[src/rtl/eqw_pkg.sv]
package eqw_pkg;
    localparam int ENTRY_W = 32;
    localparam int EDATA_W = ENTRY_W - 1;

    function automatic logic [ENTRY_W-1:0] make_entry(input logic gen,
                                                       input logic [EDATA_W-1:0] evt);
        return {gen, evt};
    endfunction
endpackage

[src/rtl/eqw_queue_table.sv]
module eqw_queue_table #(
    parameter int NQ     = 32,
    parameter int QID_W  = 5,
    parameter int ADDR_W = 32,
    parameter int IDX_W  = 14,
    parameter int SZ_W   = 4
) (
    input  logic              clk,
    input  logic              rst_n,
    input  logic              flush,
    input  logic              cfg_en,
    input  logic [QID_W-1:0]  cfg_qid,
    input  logic [ADDR_W-1:0] cfg_base,
    input  logic [SZ_W-1:0]   cfg_size,
    input  logic              adv_en,
    input  logic [QID_W-1:0]  adv_qid,
    input  logic [IDX_W-1:0]  adv_idx,
    input  logic              adv_gen,
    input  logic [QID_W-1:0]  rd_qid,
    output logic [ADDR_W-1:0] rd_base,
    output logic [SZ_W-1:0]   rd_size,
    output logic [IDX_W-1:0]  rd_idx,
    output logic              rd_gen
);
    typedef struct packed {
        logic [ADDR_W-1:0] base;
        logic [SZ_W-1:0]   size;
        logic [IDX_W-1:0]  idx;
        logic              gen;
    } qstate_t;

    qstate_t view [NQ];

    for (genvar g = 0; g < NQ; g++) begin : g_q
        qstate_t st_d, st_q;

        // advance first, then flush, then configuration: later wins
        always_comb begin
            st_d = st_q;
            if (adv_en && adv_qid == QID_W'(g)) begin
                st_d.idx = adv_idx;
                st_d.gen = adv_gen;
            end
            if (flush) begin
                st_d.idx = '0;
                st_d.gen = 1'b1;
            end
            if (cfg_en && cfg_qid == QID_W'(g)) begin
                st_d.base = cfg_base;
                st_d.size = cfg_size;
                st_d.idx  = '0;
                st_d.gen  = 1'b1;
            end
        end

        always_ff @(posedge clk or negedge rst_n) begin
            if (!rst_n) begin
                st_q <= '{base: '0, size: '0, idx: '0, gen: 1'b1};
            end else begin
                st_q <= st_d;
            end
        end

        assign view[g] = st_q;
    end

    qstate_t rd_sel;
    always_comb begin
        rd_sel = '0;
        if (int'(rd_qid) < NQ) rd_sel = view[rd_qid];
    end

    assign rd_base = rd_sel.base;
    assign rd_size = rd_sel.size;
    assign rd_idx  = rd_sel.idx;
    assign rd_gen  = rd_sel.gen;
endmodule

[src/rtl/eqw_entry_former.sv]
module eqw_entry_former
    import eqw_pkg::*;
#(
    parameter int ADDR_W = 32,
    parameter int IDX_W  = 14,
    parameter int SZ_W   = 4
) (
    input  logic [ADDR_W-1:0]  base,
    input  logic [SZ_W-1:0]    size,
    input  logic [IDX_W-1:0]   idx,
    input  logic               gen,
    input  logic [EDATA_W-1:0] evt,
    output logic               enabled,
    output logic [ADDR_W-1:0]  addr,
    output logic [ENTRY_W-1:0] wdata,
    output logic [IDX_W-1:0]   idx_next,
    output logic               gen_next
);
    logic [IDX_W:0]   span;
    logic [IDX_W-1:0] mask;
    logic             wrap;

    always_comb begin
        span     = (IDX_W+1)'(1) << size;
        mask     = span[IDX_W-1:0] - IDX_W'(1);
        wrap     = (idx & mask) == mask;
        enabled  = size != '0;
        addr     = base + ADDR_W'({idx, 2'b00});
        wdata    = make_entry(gen, evt);
        idx_next = wrap ? '0 : idx + IDX_W'(1);
        gen_next = wrap ? ~gen : gen;
    end
endmodule

[src/rtl/eqw_out_stage.sv]
module eqw_out_stage #(
    parameter int ADDR_W = 32,
    parameter int TAG_W  = 5
) (
    input  logic              clk,
    input  logic              rst_n,
    input  logic              load,
    input  logic [ADDR_W-1:0] ld_addr,
    input  logic [31:0]       ld_data,
    input  logic [TAG_W-1:0]  ld_tag,
    input  logic              mem_ready,
    output logic              slot_free,
    output logic              mem_valid,
    output logic [ADDR_W-1:0] mem_addr,
    output logic [31:0]       mem_wdata,
    output logic              nt_valid,
    output logic [TAG_W-1:0]  nt_tag
);
    typedef struct packed {
        logic              mv;
        logic [ADDR_W-1:0] addr;
        logic [31:0]       data;
        logic [TAG_W-1:0]  tag;
        logic              nv;
        logic [TAG_W-1:0]  ntag;
    } ostate_t;

    ostate_t s_d, s_q;
    logic    drain;

    always_comb begin
        s_d   = s_q;
        drain = s_q.mv && mem_ready;
        s_d.nv = drain;
        if (drain) begin
            s_d.ntag = s_q.tag;
            s_d.mv   = 1'b0;
        end
        if (load) begin
            s_d.mv   = 1'b1;
            s_d.addr = ld_addr;
            s_d.data = ld_data;
            s_d.tag  = ld_tag;
        end
    end

    always_ff @(posedge clk or negedge rst_n) begin
        if (!rst_n) s_q <= '0;
        else        s_q <= s_d;
    end

    assign slot_free = !s_q.mv || mem_ready;
    assign mem_valid = s_q.mv;
    assign mem_addr  = s_q.addr;
    assign mem_wdata = s_q.data;
    assign nt_valid  = s_q.nv;
    assign nt_tag    = s_q.ntag;
endmodule

[src/rtl/event_queue_writer.sv]
module event_queue_writer
    import eqw_pkg::*;
#(
    parameter int NUM_TARGETS = 4,
    parameter int NUM_PRIOS   = 8,
    parameter int ADDR_W      = 32,
    parameter int MAX_LOG2    = 14,
    localparam int TGT_W  = $clog2(NUM_TARGETS),
    localparam int PRIO_W = $clog2(NUM_PRIOS),
    localparam int SZ_W   = $clog2(MAX_LOG2 + 1)
) (
    input  logic               clk,
    input  logic               rst_n,
    input  logic               cfg_valid,
    input  logic [TGT_W-1:0]   cfg_target,
    input  logic [PRIO_W-1:0]  cfg_prio,
    input  logic [ADDR_W-1:0]  cfg_base,
    input  logic [SZ_W-1:0]    cfg_size,
    input  logic               flush_all,
    input  logic               ntf_valid,
    output logic               ntf_ready,
    input  logic [TGT_W-1:0]   ntf_target,
    input  logic [PRIO_W-1:0]  ntf_prio,
    input  logic [EDATA_W-1:0] ntf_data,
    output logic               mem_valid,
    input  logic               mem_ready,
    output logic [ADDR_W-1:0]  mem_addr,
    output logic [ENTRY_W-1:0] mem_wdata,
    output logic               notify_valid,
    output logic [TGT_W-1:0]   notify_target,
    output logic [PRIO_W-1:0]  notify_prio
);
    localparam int NQ    = NUM_TARGETS * NUM_PRIOS;
    localparam int QID_W = $clog2(NQ);
    localparam int IDX_W = MAX_LOG2;
    localparam int TAG_W = TGT_W + PRIO_W;

    logic [QID_W-1:0]   cfg_qid, ntf_qid;
    logic [SZ_W-1:0]    cfg_size_eff;
    logic [ADDR_W-1:0]  cfg_base_eff;
    logic [ADDR_W-1:0]  q_base;
    logic [SZ_W-1:0]    q_size;
    logic [IDX_W-1:0]   q_idx, q_idx_next;
    logic               q_gen, q_gen_next, q_enabled;
    logic [ADDR_W-1:0]  ent_addr;
    logic [ENTRY_W-1:0] ent_data;
    logic               accept, load;
    logic [TAG_W-1:0]   nt_tag;

    always_comb begin
        cfg_qid      = QID_W'(cfg_target) * QID_W'(NUM_PRIOS) + QID_W'(cfg_prio);
        ntf_qid      = QID_W'(ntf_target) * QID_W'(NUM_PRIOS) + QID_W'(ntf_prio);
        cfg_size_eff = (cfg_size > SZ_W'(MAX_LOG2)) ? SZ_W'(MAX_LOG2) : cfg_size;
        cfg_base_eff = {cfg_base[ADDR_W-1:2], 2'b00};
        accept       = ntf_valid && ntf_ready;
        load         = accept && q_enabled;
    end

    eqw_queue_table #(
        .NQ(NQ), .QID_W(QID_W), .ADDR_W(ADDR_W), .IDX_W(IDX_W), .SZ_W(SZ_W)
    ) u_table (
        .clk      (clk),
        .rst_n    (rst_n),
        .flush    (flush_all),
        .cfg_en   (cfg_valid),
        .cfg_qid  (cfg_qid),
        .cfg_base (cfg_base_eff),
        .cfg_size (cfg_size_eff),
        .adv_en   (load),
        .adv_qid  (ntf_qid),
        .adv_idx  (q_idx_next),
        .adv_gen  (q_gen_next),
        .rd_qid   (ntf_qid),
        .rd_base  (q_base),
        .rd_size  (q_size),
        .rd_idx   (q_idx),
        .rd_gen   (q_gen)
    );

    eqw_entry_former #(
        .ADDR_W(ADDR_W), .IDX_W(IDX_W), .SZ_W(SZ_W)
    ) u_former (
        .base     (q_base),
        .size     (q_size),
        .idx      (q_idx),
        .gen      (q_gen),
        .evt      (ntf_data),
        .enabled  (q_enabled),
        .addr     (ent_addr),
        .wdata    (ent_data),
        .idx_next (q_idx_next),
        .gen_next (q_gen_next)
    );

    eqw_out_stage #(
        .ADDR_W(ADDR_W), .TAG_W(TAG_W)
    ) u_out (
        .clk       (clk),
        .rst_n     (rst_n),
        .load      (load),
        .ld_addr   (ent_addr),
        .ld_data   (ent_data),
        .ld_tag    ({ntf_target, ntf_prio}),
        .mem_ready (mem_ready),
        .slot_free (ntf_ready),
        .mem_valid (mem_valid),
        .mem_addr  (mem_addr),
        .mem_wdata (mem_wdata),
        .nt_valid  (notify_valid),
        .nt_tag    (nt_tag)
    );

    assign notify_target = nt_tag[TAG_W-1:PRIO_W];
    assign notify_prio   = nt_tag[PRIO_W-1:0];
endmodule

[config.mk]
export PLATFORM = sky130hd
export DESIGN_NAME = event_queue_writer
export DESIGN_NICKNAME = d
export VERILOG_FILES = /design/src/rtl/eqw_pkg.sv /design/src/rtl/eqw_queue_table.sv /design/src/rtl/eqw_entry_former.sv /design/src/rtl/eqw_out_stage.sv /design/src/rtl/event_queue_writer.sv
export SDC_FILE = /design/constraint.sdc
export NUM_CORES = 2
export LEC_CHECK = 0
export BUFFER_PORTS_ARGS = -buffer_cell sky130_fd_sc_hd__buf_2
export CORE_MARGIN = 2
export CORE_UTILIZATION = 60
export CTS_BUF_LIST = sky130_fd_sc_hd__clkbuf_16
export DETAILED_ROUTE_END_ITERATION = 7
export PLACE_DENSITY = 0.82
export RECOVER_POWER = 100
export SLEW_MARGIN = 5
export SYNTH_ARGS = -nofsm -noshare
export SYNTH_HDL_FRONTEND = slang
export SYNTH_HIERARCHICAL = 1
export SYNTH_SLANG_ARGS = --single-unit
[constraint.sdc]
create_clock -name clk -period 4.65 [get_ports clk]
set_clock_uncertainty 0.05 [all_clocks]
set_input_delay 0.2325 -clock clk [delete_from_list [all_inputs] [get_ports clk]]
set_output_delay 0.2325 -clock clk [all_outputs]
set_load 0.01 [all_outputs]
== After elaboration in Yosys (flattened, before gate mapping) ==
Index checks and enable logic that the tools add are counted.

* Flip-flop bits (word level): 1644
* Input port bits: 83
* Logic and storage cells: 417

* Add/sub/neg operators: 5
* $lt $le $gt $ge: 2
* Equality and inequality tests: 63
* Shifts and indexed selects: 1
* Multiplexer cells: 104
* Bitwise gates (word level): 3
* Reductions and logical operators: 105

{| class="wikitable"
|+ Operators by type and width
! operator !! count
|-
| $mux W15 || 96
|-
| $bmux W51 S5 || 1
|-
| $eq A5 B5 Y1 const B || 32
|-
| $mux W51 || 2
|-
| $reduce_bool A3 Y1 || 32
|-
| $eq A5 B4 Y1 const B || 16
|-
| $mux W70 || 1
|-
| $logic_and A1 B1 Y1 || 67
|-
| $eq A5 B3 Y1 const B || 8
|-
| $add A32 B16 Y32 || 1
|-
| $eq A5 B2 Y1 const B || 4
|-
| $add A14 B1 Y14 const B || 1
|-
| $and A14 B14 Y14 || 1
|-
| $eq A14 B14 Y1 || 1
|-
| $mux W14 || 1
|-
| $shl A1 B4 Y14 const A || 1
|-
| $sub A14 B1 Y14 const B || 1
|-
| $add A5 B3 Y5 || 2
|-
| $eq A5 B1 Y1 const B || 2
|-
| $logic_not A5 Y1 || 2
|-
| $ge A6 B6 Y1 const B || 1
|-
| $not A5 Y6 || 1
|-
| $gt A4 B4 Y1 const B || 1
|-
| $mux W4 || 1
|-
| 6 further kinds || 7
|}

== Depth between registers and ports, before layout ==
* Word-level depth: 13
* Gate-level depth with buffers: 21

== Hierarchy ==
The synthesis kept the hierarchy.

{| class="wikitable"
|+ Modules (own cells, without submodules)
! module !! instances !! cells an instance !! area each (µm²) !! sequential area each (µm²)
|-
| eqw_queue_table || 1 || 6479 || 76324.5 || 40879.2
|-
| eqw_out_stage || 1 || 231 || 3683.5 || 1901.8
|-
| eqw_entry_former || 1 || 258 || 1791.7 || 0.0
|-
| event_queue_writer || 1 || 7 || 31.3 || 0.0
|}

== Least setup slack after synthesis ==
OpenSTA, ideal clock, no wires.

* Path type: input port to flip-flop
* Start point: input port ntf_prio[2]
* End point: register u_table/g_q[15].st_q[0] (netlist name)
* Arrival time: 3.878 ns
* Required time: 4.539 ns
* Slack: 0.661 ns
* Stages on the path: 18
* Buffers on the path: 5
* Cell sequence: and2_1 -> clkbuf_1 -> clkbuf_1 -> clkbuf_1 -> clkbuf_1 -> a22oi_1 -> nand3_1 -> nand3_1 -> nor2_1 -> nand3b_1 -> ha_1 -> o22ai_1 -> a31oi_1 -> nand4_1 -> a221oi_4 -> xor2_1 -> clkbuf_1 -> a211o_1

* Word-level cells in the longest chain between the ends: 13

{| class="wikitable"
|+ Ends and longest elaborated chain
! item !! line !! RTL
|-
| start, declared || event_queue_writer.sv:23 || <nowiki>input logic [PRIO_W-1:0] ntf_prio,</nowiki>
|-
| $add A5 B3 Y5 * || event_queue_writer.sv:52 || <nowiki>ntf_qid = QID_W'(ntf_target) * QID_W'(NUM_PRIOS) + QID_W'(ntf_prio);</nowiki>
|-
| $not A5 Y6 (implied by the code) * || eqw_queue_table.sv:70 || <nowiki>if (int'(rd_qid) < NQ) rd_sel = view[rd_qid];</nowiki>
|-
| $bmux W51 S5 * || eqw_queue_table.sv:70 ||
|-
| $mux W51 (implied by the code) * (2 in a row) || eqw_queue_table.sv:70 ||
|-
| net q_size[3] || event_queue_writer.sv:42 || <nowiki>logic [SZ_W-1:0] q_size;</nowiki>
|-
| $shl A1 B4 Y14 * || eqw_entry_former.sv:24 || <nowiki>span = (IDX_W+1)'(1) << size;</nowiki>
|-
| $sub A14 B1 Y14 * || eqw_entry_former.sv:25 || <nowiki>mask = span[IDX_W-1:0] - IDX_W'(1);</nowiki>
|-
| $and A14 B14 Y14 || eqw_entry_former.sv:26 || <nowiki>wrap = (idx & mask) == mask;</nowiki>
|-
| $eq A14 B14 Y1 * || eqw_entry_former.sv:26 ||
|-
| $mux W1 * || eqw_entry_former.sv:31 || <nowiki>gen_next = wrap ? ~gen : gen;</nowiki>
|-
| net q_gen_next || event_queue_writer.sv:44 || <nowiki>logic q_gen, q_gen_next, q_enabled;</nowiki>
|-
| $mux W15 * || eqw_queue_table.sv:40 || <nowiki>if (adv_en && adv_qid == QID_W'(g)) begin</nowiki>
|-
| $mux W15 * || eqw_queue_table.sv:44 || <nowiki>if (flush) begin</nowiki>
|-
| $mux W15 * || eqw_queue_table.sv:48 || <nowiki>if (cfg_en && cfg_qid == QID_W'(g)) begin</nowiki>
|-
| end signal, assigned || eqw_queue_table.sv:58 || <nowiki>st_q <= '{base: '0, size: '0, idx: '0, gen: 1'b1};</nowiki>
|-
| end signal, assigned || eqw_queue_table.sv:60 || <nowiki>st_q <= st_d;</nowiki>
|-
| end, declared || eqw_queue_table.sv:35 || <nowiki>qstate_t st_d, st_q;</nowiki>
|}

Mark *: on every way through the listed nets, which the timed path passes. The rest lies on a longest branch. The select of a mux whose other input is x is not followed.
A chain may end at the register's enable or synchronous reset.

== Final worst setup path ==
* Start point: input port cfg_target[0]
* End point: register u_table/g_q[31].st_q[9] (netlist name)

* Word-level cells in the longest chain between the ends: 4

{| class="wikitable"
|+ Ends and longest elaborated chain
! item !! line !! RTL
|-
| start, declared || event_queue_writer.sv:15 || <nowiki>input logic [TGT_W-1:0] cfg_target,</nowiki>
|-
| $add A5 B3 Y5 * || event_queue_writer.sv:51 || <nowiki>cfg_qid = QID_W'(cfg_target) * QID_W'(NUM_PRIOS) + QID_W'(cfg_prio);</nowiki>
|-
| $eq A5 B5 Y1 * || eqw_queue_table.sv:48 ||
|-
| $logic_and A1 B1 Y1 * || eqw_queue_table.sv:48 ||
|-
| $reduce_bool A3 Y1 (no line) / $mux W15 (equally long branches) || n/a ||
|-
| end signal, assigned || eqw_queue_table.sv:58 ||
|-
| end signal, assigned || eqw_queue_table.sv:60 ||
|-
| end, declared || eqw_queue_table.sv:35 ||
|}

Mark *: on every way between the ends. The rest lies on a longest branch, timed or not.

==> results.py <==
metrics = {
    "worst_setup_path": {
        "cp.arrival_ps": 5320,
        "path_cells": "clkbuf_1, nand2_1, nor2_1, dlymetal6s4s_1, or2_2, a21oi_1",
        "slowest_stage": "nor2_1",
        "cpPeakStageDelay_ps": 2170,
        "cp-end-kind": "flip-flop",
        "critPathLaunchType": "input pin",
        "criticalPathCategory": "in -> reg",
        "required_ps": 5290,
        "crit_fanout": 21,
    },
    "yosys": {
        "ys_seq_area_share_pct": 52.3,
        "synth-edff-count": 0,
        "postSynth.asyncResetShare_pct": 100,
        "netlist_area_sq_um": 81800,
        "synth.most_common_cell": "dfrtp_1",
        "synth_cells": 6975,
        "ys_types": 63,
        "synth_area_leader_cell": "dfrtp_1",
        "synth.avg_cell_area_sq_um": 11.7,
        "synth_area_leaders": "dfrtp_1 (51%), mux2_2 (16%), mux2i_1 (12%), nand2_1 (4.2%), a21oi_1 (3.0%)",
        "synth_flop_cell": "dfrtp_1",
        "yosys-top-cells-count": "dfrtp_1 (1,676), mux2_2 (1,154), mux2i_1 (942)",
        "yosysTopAreaCellShare_pct": 51.3,
        "synth-seq-cells": 1708,
        "synth_warnings": 6,
    },
    "power": {
        "ir_drop_mv": 0.428,
        "power.density_nw_per_um2": 430,
        "p_leak_uw": 0.0411,
    },
    "cts": {
        "cts_max_level": 4,
        "cts_buffer_depth": 3,
        "cts_root_buffer": "clkbuf_16",
        "cts_sinks": 1708,
        "cts_tree": "yes",
        "numCtsBuffers": 174,
        "clk_pin_slew_ps": 60,
        "clkLatencyLatePin_ps": 830,
    },
    "route": {
        "routed_wl_mm": 237,
        "wirelength_met1_mm": 91.4,
        "first_pass_iters": 6,
        "top_layer": "met5",
        "drcViolationCount": 0,
        "num_vias": 57500,
        "ant_nets": 0,
        "wl_met3_mm": 23.6,
        "wl_per_cell_um": 26.8,
        "dr_wl_met2_mm": 108,
        "vias_per_cell": 6.50,
        "drtIter0Drc": 6216,
    },
    "timing": {
        "layout_setup_ws_ps": -34.3,
        "setup_viol": 15,
        "hold_slack_ps": 113,
        "drv_slew": 1528,
        "max_freq_mhz": 213,
        "period_share_pct": 101,
        "post-route-min-period_ps": 4680,
        "final_hold_viol_count": 0,
        "tightestPinTransition_ps": 4210,
        "maxSlewHeadroom_pct": -181,
        "rsz0062_at_grt": "no",
    },
    "global_routing": {
        "overflow": 0,
        "grt_antenna_before_repair": 13,
        "grt_pass1_vias": 58400,
        "grt_first_pass_wirelength_mm": 358,
        "grt_max_degree": 180,
        "grt_usage_pct": 33.6,
    },
    "floorplanning": {
        "core_sq_um": 135000,
        "die_x_um": 373,
        "io_pins": 155,
        "fp.dieH_um": 373,
        "placement_rows": 135,
        "start_util_pct": 60.4,
        "die_area_sq_um": 139000,
    },
    "placement": {
        "gp_congestion": 0.942,
        "dp_worst_setup_slack_ps": -105,
        "dp_hpwl_mm": 141,
        "portBuffers": 152,
    },
    "flow_run": {
        "max_cap_viol_count": 54,
    },
    "outcome": {
        "violations": "capacitance limit, slew limit, setup timing",
        "status": "finished with violations",
    },
    "final_layout": {
        "final_nets": 7016,
        "areaGrowthSynthToFinish_pct": 9.55,
        "layout-drive-gt1-share_pct": 24.4,
    },
    "min_path": {
        "hold_class": "in -> reg",
    },
}
## path summary, 6_finish.rpt
kind | endpoint | slack (ps) | cells after the start | start
setup / recovery | u_table/g_q[31].st_q[9] | -30 | 6 | cfg_target[0]
hold / removal | u_out/mem_wdata[15] | 110 | 3 | ntf_data[15]
setup reg to reg | u_out/mem_addr[25] | 320 | 16 | u_table/g_q[2].st_q[3]
hold reg to reg | u_out/mem_wdata[12] | 430 | 1 | u_out/mem_wdata[12]
max in group asynchronous | u_table/g_q[7].st_q[14] | 680 | 4 | rst_n
min in group asynchronous | u_table/g_q[26].st_q[24] | 1140 | 3 | rst_n
## cell type report
cell class / instances / area, sq um
timing repair buffer: 456 / 3400
inverter: 12 / 45.0
fill: 9716 / 45800
antenna: 2 / 5.00
multi-input combinational: 4564 / 35500
sequential: 1708 / 42800
tap: 1781 / 2230
clock buffer: 176 / 4400
clock inverter: 148 / 1270
## layer usage
metal	up-vias	GRT usage [%]
met4	14	17.9
met1	29500	44.7
li1	24200	-
met5	-	0
met3	789	7.74
met2	2954	51.6
## stage by stage
| step | util [%] | total power, uW | TNS (ps) | area, sq um | cells |
|---|---|---|---|---|---|
| final | 66.2 | 38500 | -266 | 89600 | 8847 |
| after detailed placement | 62.2 | 24900 | -318 | 84200 | 8448 |
| after CTS | 66.9 | 38800 | 0 | 90600 | 8845 |
| after floorplan | - | 22800 | 0 | 81900 | 6984 |
| after global routing | 66.2 | 39900 | 0 | 89600 | 8847 |
| after global placement | 62.2 | 24500 | -200 | 84200 | 8448 |
## registers in the layout, indices dropped and copies added, names as in the netlist
| signal | cells |
|---|---|
| u_out/s_q | 5 |
| u_table/g_q.st_q | 1632 |
| u_out/mem_addr | 32 |
| u_out/mem_valid | 1 |
| u_out/nt_tag | 5 |
| u_out/nt_valid | 1 |
| u_out/mem_wdata | 32 |
## timing repair
action,CTS,global route
buffers inserted,0,0
endpoints found under the setup margin,0,6
gates resized for setup,0,2
hold endpoints to repair,1428,0
hold buffers,73,0
## cells in the final DEF (no fill, tap or decap), drive strengths merged, types with 4 or more instances in the layout
master       instances
a211oi               4
a21o                 8
o2111ai              6
bufinv              16
nor3                55
a22o               103
conb                10
clkbuf             341
xor2                10
nand2b              30
mux2i              942
xnor2               29
a31oi               54
and3                13
nand3b              24
nand4                6
and2                 7
ha                  16
a21oi              489
dfstp               32
nand3              167
dfrtp             1676
nand2              906
a22oi              153
dlygate4sd3         72
a211o                9
mux2              1226
clkinvlp             4
clkinv              70
inv                 70
buf                218
nor2               213
nor2b               24
o21ai               11
or2                 24
## power by group
group	switching, uW	internal, uW	total, uW	leakage [uW]
clock network	6080	7810	13900	0.00296
registers	1220	17100	18300	0.0222
logic	3360	2970	6330	0.0159
## cell families (layout without fill, tap and decap cells)
| family | Yosys count | in the layout | synth area share (%) |
|---|---|---|---|
| buffers and inverters | 712 | 792 | 4.19 |
| adders and majority gates | 17 | 17 | 0.269 |
| AOI/OAI and AO/OA | 851 | 851 | 6.42 |
| DFF | 1708 | 1708 | 52.3 |
| xor gates and xnor gates | 39 | 39 | 0.417 |
| and+or+nand+nor | 1479 | 1479 | 7.70 |
| muxes | 2168 | 2168 | 28.7 |
| other | 1 | 12 | 0.00458 |
## critical path, delay by kind of cell
family / cells / cell delay (ps)
AND/OR/NAND/NOR: 3 / 3050
AO/OA/AOI/OAI: 1 / 100
buffers and inverters: 2 / 1900
No activity file was read; power rests on OpenSTA's default activity.
